==> config.mk <==
export PLATFORM = sky130hd
export DESIGN_NAME = irq_status_unit
export DESIGN_NICKNAME = d
export VERILOG_FILES = /design/src/rtl/irq_pkg.sv /design/src/rtl/irq_reg_decode.sv /design/src/rtl/irq_mask_reg.sv /design/src/rtl/irq_sticky_bank.sv /design/src/rtl/irq_read_mux.sv /design/src/rtl/irq_status_unit.sv
export SDC_FILE = /design/constraint.sdc
export NUM_CORES = 1
export LEC_CHECK = 0
export BUFFER_PORTS_ARGS = -buffer_cell sky130_fd_sc_hd__buf_2
export CORE_UTILIZATION = 50
export DETAILED_ROUTE_END_ITERATION = 7
export PLACE_DENSITY = 0.81
export SLEW_MARGIN = 20
export SYNTH_ARGS = -nofsm -noshare
export SYNTH_HDL_FRONTEND = slang
export SYNTH_SLANG_ARGS = --single-unit
==> constraint.sdc <==
create_clock -name clk -period 1.75 [get_ports clk]
set_input_delay 0.175 -clock clk [delete_from_list [all_inputs] [get_ports clk]]
set_output_delay 0.175 -clock clk [all_outputs]
set_load 0.02 [all_outputs]
==> src/rtl/irq_pkg.sv <==
// Shared definitions for the interrupt status unit.
// Assumes a 2-bit register select; encodings are part of the host contract.
package irq_pkg;
    localparam int ADDR_W = 2;

    typedef enum logic [ADDR_W-1:0] {
        SEL_MASK   = 2'd0,
        SEL_CLEAR  = 2'd1,
        SEL_RAW    = 2'd2,
        SEL_MASKED = 2'd3
    } regsel_e;
endpackage

==> src/rtl/irq_reg_decode.sv <==
// Decodes the host write strobe into a mask load enable and a clear vector.
// Assumes writes to the status selects are to be ignored.
module irq_reg_decode
    import irq_pkg::*;
#(
    parameter int NUM_SRC = 8
) (
    input  logic                 wr_i,
    input  logic [ADDR_W-1:0]    addr_i,
    input  logic [NUM_SRC-1:0]   wdata_i,
    output logic                 mask_we_o,
    output logic [NUM_SRC-1:0]   clr_vec_o
);
    // Steer the write toward the mask or the clear vector by select.
    always_comb begin
        mask_we_o = wr_i && (regsel_e'(addr_i) == SEL_MASK);
        clr_vec_o = (wr_i && (regsel_e'(addr_i) == SEL_CLEAR)) ? wdata_i : '0;
    end
endmodule

==> src/rtl/irq_mask_reg.sv <==
// Holds the source mask; a set bit disables that source.
// Resets to all ones so no source can interrupt before software opts in.
module irq_mask_reg #(
    parameter int NUM_SRC = 8
) (
    input  logic               clk,
    input  logic               rst_n,
    input  logic               we_i,
    input  logic [NUM_SRC-1:0] wdata_i,
    output logic [NUM_SRC-1:0] mask_o
);
    // Load the mask on a decoded write, all-ones on reset.
    always_ff @(posedge clk) begin
        if (!rst_n)
            mask_o <= '1;
        else if (we_i)
            mask_o <= wdata_i;
    end
endmodule

==> src/rtl/irq_sticky_bank.sv <==
// One sticky status flop per source, set by an event pulse, cleared by write-one.
// Assumes events are single-cycle; a coincident event beats a clear.
module irq_sticky_bank #(
    parameter int NUM_SRC = 8
) (
    input  logic               clk,
    input  logic               rst_n,
    input  logic [NUM_SRC-1:0] evt_i,
    input  logic [NUM_SRC-1:0] clr_i,
    output logic [NUM_SRC-1:0] raw_o
);
    for (genvar g = 0; g < NUM_SRC; g++) begin : g_bit
        // Per-source latch: set has priority over clear.
        always_ff @(posedge clk) begin
            if (!rst_n)
                raw_o[g] <= 1'b0;
            else if (evt_i[g])
                raw_o[g] <= 1'b1;
            else if (clr_i[g])
                raw_o[g] <= 1'b0;
        end
    end
endmodule

==> src/rtl/irq_read_mux.sv <==
// Selects the register view returned to the host; the clear register reads zero.
// Purely combinational, no read side effects.
module irq_read_mux
    import irq_pkg::*;
#(
    parameter int NUM_SRC = 8
) (
    input  logic [ADDR_W-1:0]  addr_i,
    input  logic [NUM_SRC-1:0] mask_i,
    input  logic [NUM_SRC-1:0] raw_i,
    input  logic [NUM_SRC-1:0] masked_i,
    output logic [NUM_SRC-1:0] rdata_o
);
    // Pick the read value by select.
    always_comb begin
        unique case (regsel_e'(addr_i))
            SEL_MASK:   rdata_o = mask_i;
            SEL_CLEAR:  rdata_o = '0;
            SEL_RAW:    rdata_o = raw_i;
            SEL_MASKED: rdata_o = masked_i;
            default:    rdata_o = '0;
        endcase
    end
endmodule

==> src/rtl/irq_status_unit.sv <==
// Top of the interrupt status unit: sticky raw status, inverted-polarity mask,
// write-one-to-clear, masked view and a single level interrupt.
// Assumes event pulses and host writes share one clock.
module irq_status_unit
    import irq_pkg::*;
#(
    parameter int NUM_SRC = 8
) (
    input  logic               clk,
    input  logic               rst_n,
    input  logic [NUM_SRC-1:0] evt_i,
    input  logic               reg_wr_i,
    input  logic [1:0]         reg_addr_i,
    input  logic [NUM_SRC-1:0] reg_wdata_i,
    output logic [NUM_SRC-1:0] reg_rdata_o,
    output logic               irq_o
);
    logic               mask_we;
    logic [NUM_SRC-1:0] clr_vec;
    logic [NUM_SRC-1:0] mask_q;
    logic [NUM_SRC-1:0] raw_q;
    logic [NUM_SRC-1:0] masked;

    irq_reg_decode #(.NUM_SRC(NUM_SRC)) u_dec (
        .wr_i      (reg_wr_i),
        .addr_i    (reg_addr_i),
        .wdata_i   (reg_wdata_i),
        .mask_we_o (mask_we),
        .clr_vec_o (clr_vec)
    );

    irq_mask_reg #(.NUM_SRC(NUM_SRC)) u_mask (
        .clk     (clk),
        .rst_n   (rst_n),
        .we_i    (mask_we),
        .wdata_i (reg_wdata_i),
        .mask_o  (mask_q)
    );

    irq_sticky_bank #(.NUM_SRC(NUM_SRC)) u_bank (
        .clk   (clk),
        .rst_n (rst_n),
        .evt_i (evt_i),
        .clr_i (clr_vec),
        .raw_o (raw_q)
    );

    // Gate latched status with the enabled sources and combine into the line.
    always_comb begin
        masked = raw_q & ~mask_q;
        irq_o  = |masked;
    end

    irq_read_mux #(.NUM_SRC(NUM_SRC)) u_rd (
        .addr_i   (reg_addr_i),
        .mask_i   (mask_q),
        .raw_i    (raw_q),
        .masked_i (masked),
        .rdata_o  (reg_rdata_o)
    );
endmodule

==> impl_metrics.json <==
{
  "fmax_mhz": 609.7,
  "post-route-min-period_ns": 1.640,
  "setup_slack_ns": 0.1099,
  "ir_worst_vdd_v": 0.0006255,
  "clock-sinks": 16,
  "start_util_pct": 56.47,
  "grt_pass1_vias": 703,
  "synth_area_leader_cell": "dfxtp_1",
  "ys_types": 15,
  "diodes": 0,
  "fin_crit_sh_pct": 93.72,
  "synthTopCellsByArea": "dfxtp_1 41%, a21oi_1 10%, mux2i_1 10%",
  "place_congestion": 0.7801,
  "syn_avg_cell_area_um2": 8.306,
  "ctsResizeCount": 0,
  "grt_first_pass_wirelength_mm": 2.911,
  "syn_area_um2": 780.7,
  "clkTransAtPathRegs_ns": 0.09,
  "hold_buffers": 0,
  "crit_type": "reg2out",
  "drtAntennaViolNets": 0,
  "gr-usage-all-layers_pct": 21.91,
  "dr_total_vias": 755,
  "first_pass_iters": 4,
  "cap_violations": 0,
  "clk_latency_ns": 0.27,
  "via_per_inst": 5.593,
  "syn_nets": 115,
  "setup_viol": 0,
  "required_ns": 1.57,
  "finalPower_uw": 754.7,
  "rrSetupSlack_ns": 1.05,
  "p_leak_uw": 0.0004763,
  "crit_path_end_kind": "output port",
  "htree_levels": 1,
  "critPathMaxFanout": 4,
  "drv_slew": 0,
  "cts_buffers": 3,
  "setup_tns_ns": 0,
  "synth_top_area_share_pct": 41.03,
  "place_area_um2": 898.4,
  "hold_path.class": "in2reg",
  "std_cell_rows": 13,
  "fin_util_pct": 66.61,
  "dieArea_um2": 1724,
  "drc": 0,
  "wire_per_inst_um": 12.53,
  "status": "finished clean",
  "startpoint_type": "flip-flop",
  "synth-async-reset-ratio_pct": 0,
  "antenna_found_initial": 0,
  "place_hpwl_mm": 1.260,
  "drt-initial-drc-count": 11,
  "port_buffers": 29,
  "finalNetCount": 143,
  "arrival_ns": 1.47,
  "syn_inst": 94,
  "areaGrowthSynthToFinish_pct": 17.95,
  "nFillCells": 116,
  "seq_area_frac_synth_pct": 41.03,
  "grt_max_degree": 17,
  "yosysWarnings": 0,
  "die_height_um": 41.52,
  "ys_seq_elements": 16,
  "clock_skew_ns": 0,
  "finalWirelength_mm": 1.691,
  "overflow": 0,
  "final_layout_size_suffix_gt1_share_pct": 28.33,
  "rsz0062_at_grt": "no",
  "synth_top_cells_by_count": "16 x a21oi_1, 16 x dfxtp_1, 16 x nand2_1",
  "die_width_um": 41.52,
  "cts_root_buffer": "clkbuf_4",
  "tightestPinTransition_ns": 0.5143,
  "synth_edf_count": 0,
  "final_area_um2": 920.9,
  "synth_ff_type": "dfxtp_1",
  "tritoncts": "built",
  "io_pins": 30,
  "dp_slack_ns": 0.4281,
  "final-seq-area_um2": 320.3,
  "core_um2": 1383,
  "post_cts_buffers": 0,
  "hold_viol": 0,
  "multi_input_area_um2": 384.1,
  "p_per_area_nw_per_um2": 819.6,
  "relSlewSlack_pct": 65.56,
  "cts_max_path_buffers": 2
}
-- cell usage in the layout (no fill, tap or decap) --
cell / netlist / layout
buf_2: 1 / 29
clkbuf_4: 0 / 3
o22ai_1: 4 / 4
or3b_1: 1 / 1
o21a_1: 8 / 8
nand3_1: 8 / 8
inv_1: 8 / 8
mux2i_1: 8 / 8
or4_1: 1 / 1
and3b_2: 1 / 1
dfxtp_1: 16 / 16
nand2_1: 16 / 16
a21oi_1: 16 / 16
nor3b_2: 1 / 1
-- state kept, by name (all words and copies together), names as in the netlist --
name,cells
u_mask.mask_o,8
u_bank.raw_o,8
-- worst paths after layout --
path                                  from                            end  cells after the start
max reg2reg   u_bank.raw_o[2]$_SDFFE_PN0P_   u_bank.raw_o[2]$_SDFFE_PN0P_                      3
max          u_mask.mask_o[7]$_SDFFE_PN1P_                          irq_o                      3
min                               evt_i[7]   u_bank.raw_o[7]$_SDFFE_PN0P_                      2
min reg2reg  u_mask.mask_o[2]$_SDFFE_PN1P_  u_mask.mask_o[2]$_SDFFE_PN1P_                      2
-- worst max-delay path: stages, from the launching register on --
cell and delay, ns:
dfxtp_1 0.38, o22ai_1 0.11, or4_1 0.52, buf_2 0.18
-- logic make-up (layout without fill, tap and decap cells) --
kind of cell | after synthesis | count (layout) | synth area share [%]
simple gates | 28 | 28 | 17.79
flops | 16 | 16 | 41.03
buf+inv | 14 | 40 | 9.775
compound gates | 28 | 28 | 21.15
mux | 8 | 8 | 10.26
-- per-stage QoR --
step	instances	hold slack, ns
final	135	0.09825
after global routing	135	0.09732
after CTS	135	0.09592
after detailed placement	132	0.3880
after global placement	132	0.3824
after floorplan	94	0.2988
-- power by group --
part	internal, uW	total, uW	switching [uW]	leakage (uW)
clock network	79.7	188	108	0.0000138
registers	387	403	15.9	0.000133
logic	70.4	164	93.3	0.000330
total	537	755	218	0.000476
-- layout make-up --
type / count / area share, %
clock buffer: 3 / 2.446
multi-input combinational: 64 / 41.71
sequential: 16 / 34.78
inverter: 8 / 3.261
tap: 15 / 2.038
timing repair buffer: 29 / 15.76
-- metal layers --
| layer | vias up | part of all wire, % | GRT usage (%) |
|---|---|---|---|
| li1 | 381 | - | - |
| met1 | 345 | 42 | 24.66 |
| met2 | 27 | 52 | 40.31 |
| met3 | 2 | 4.7 | 3.043 |
| met4 | 0 | 0.83 | 9.677 |
| met5 | - | 0 | 0 |
(Power assumes the default switching activity.)
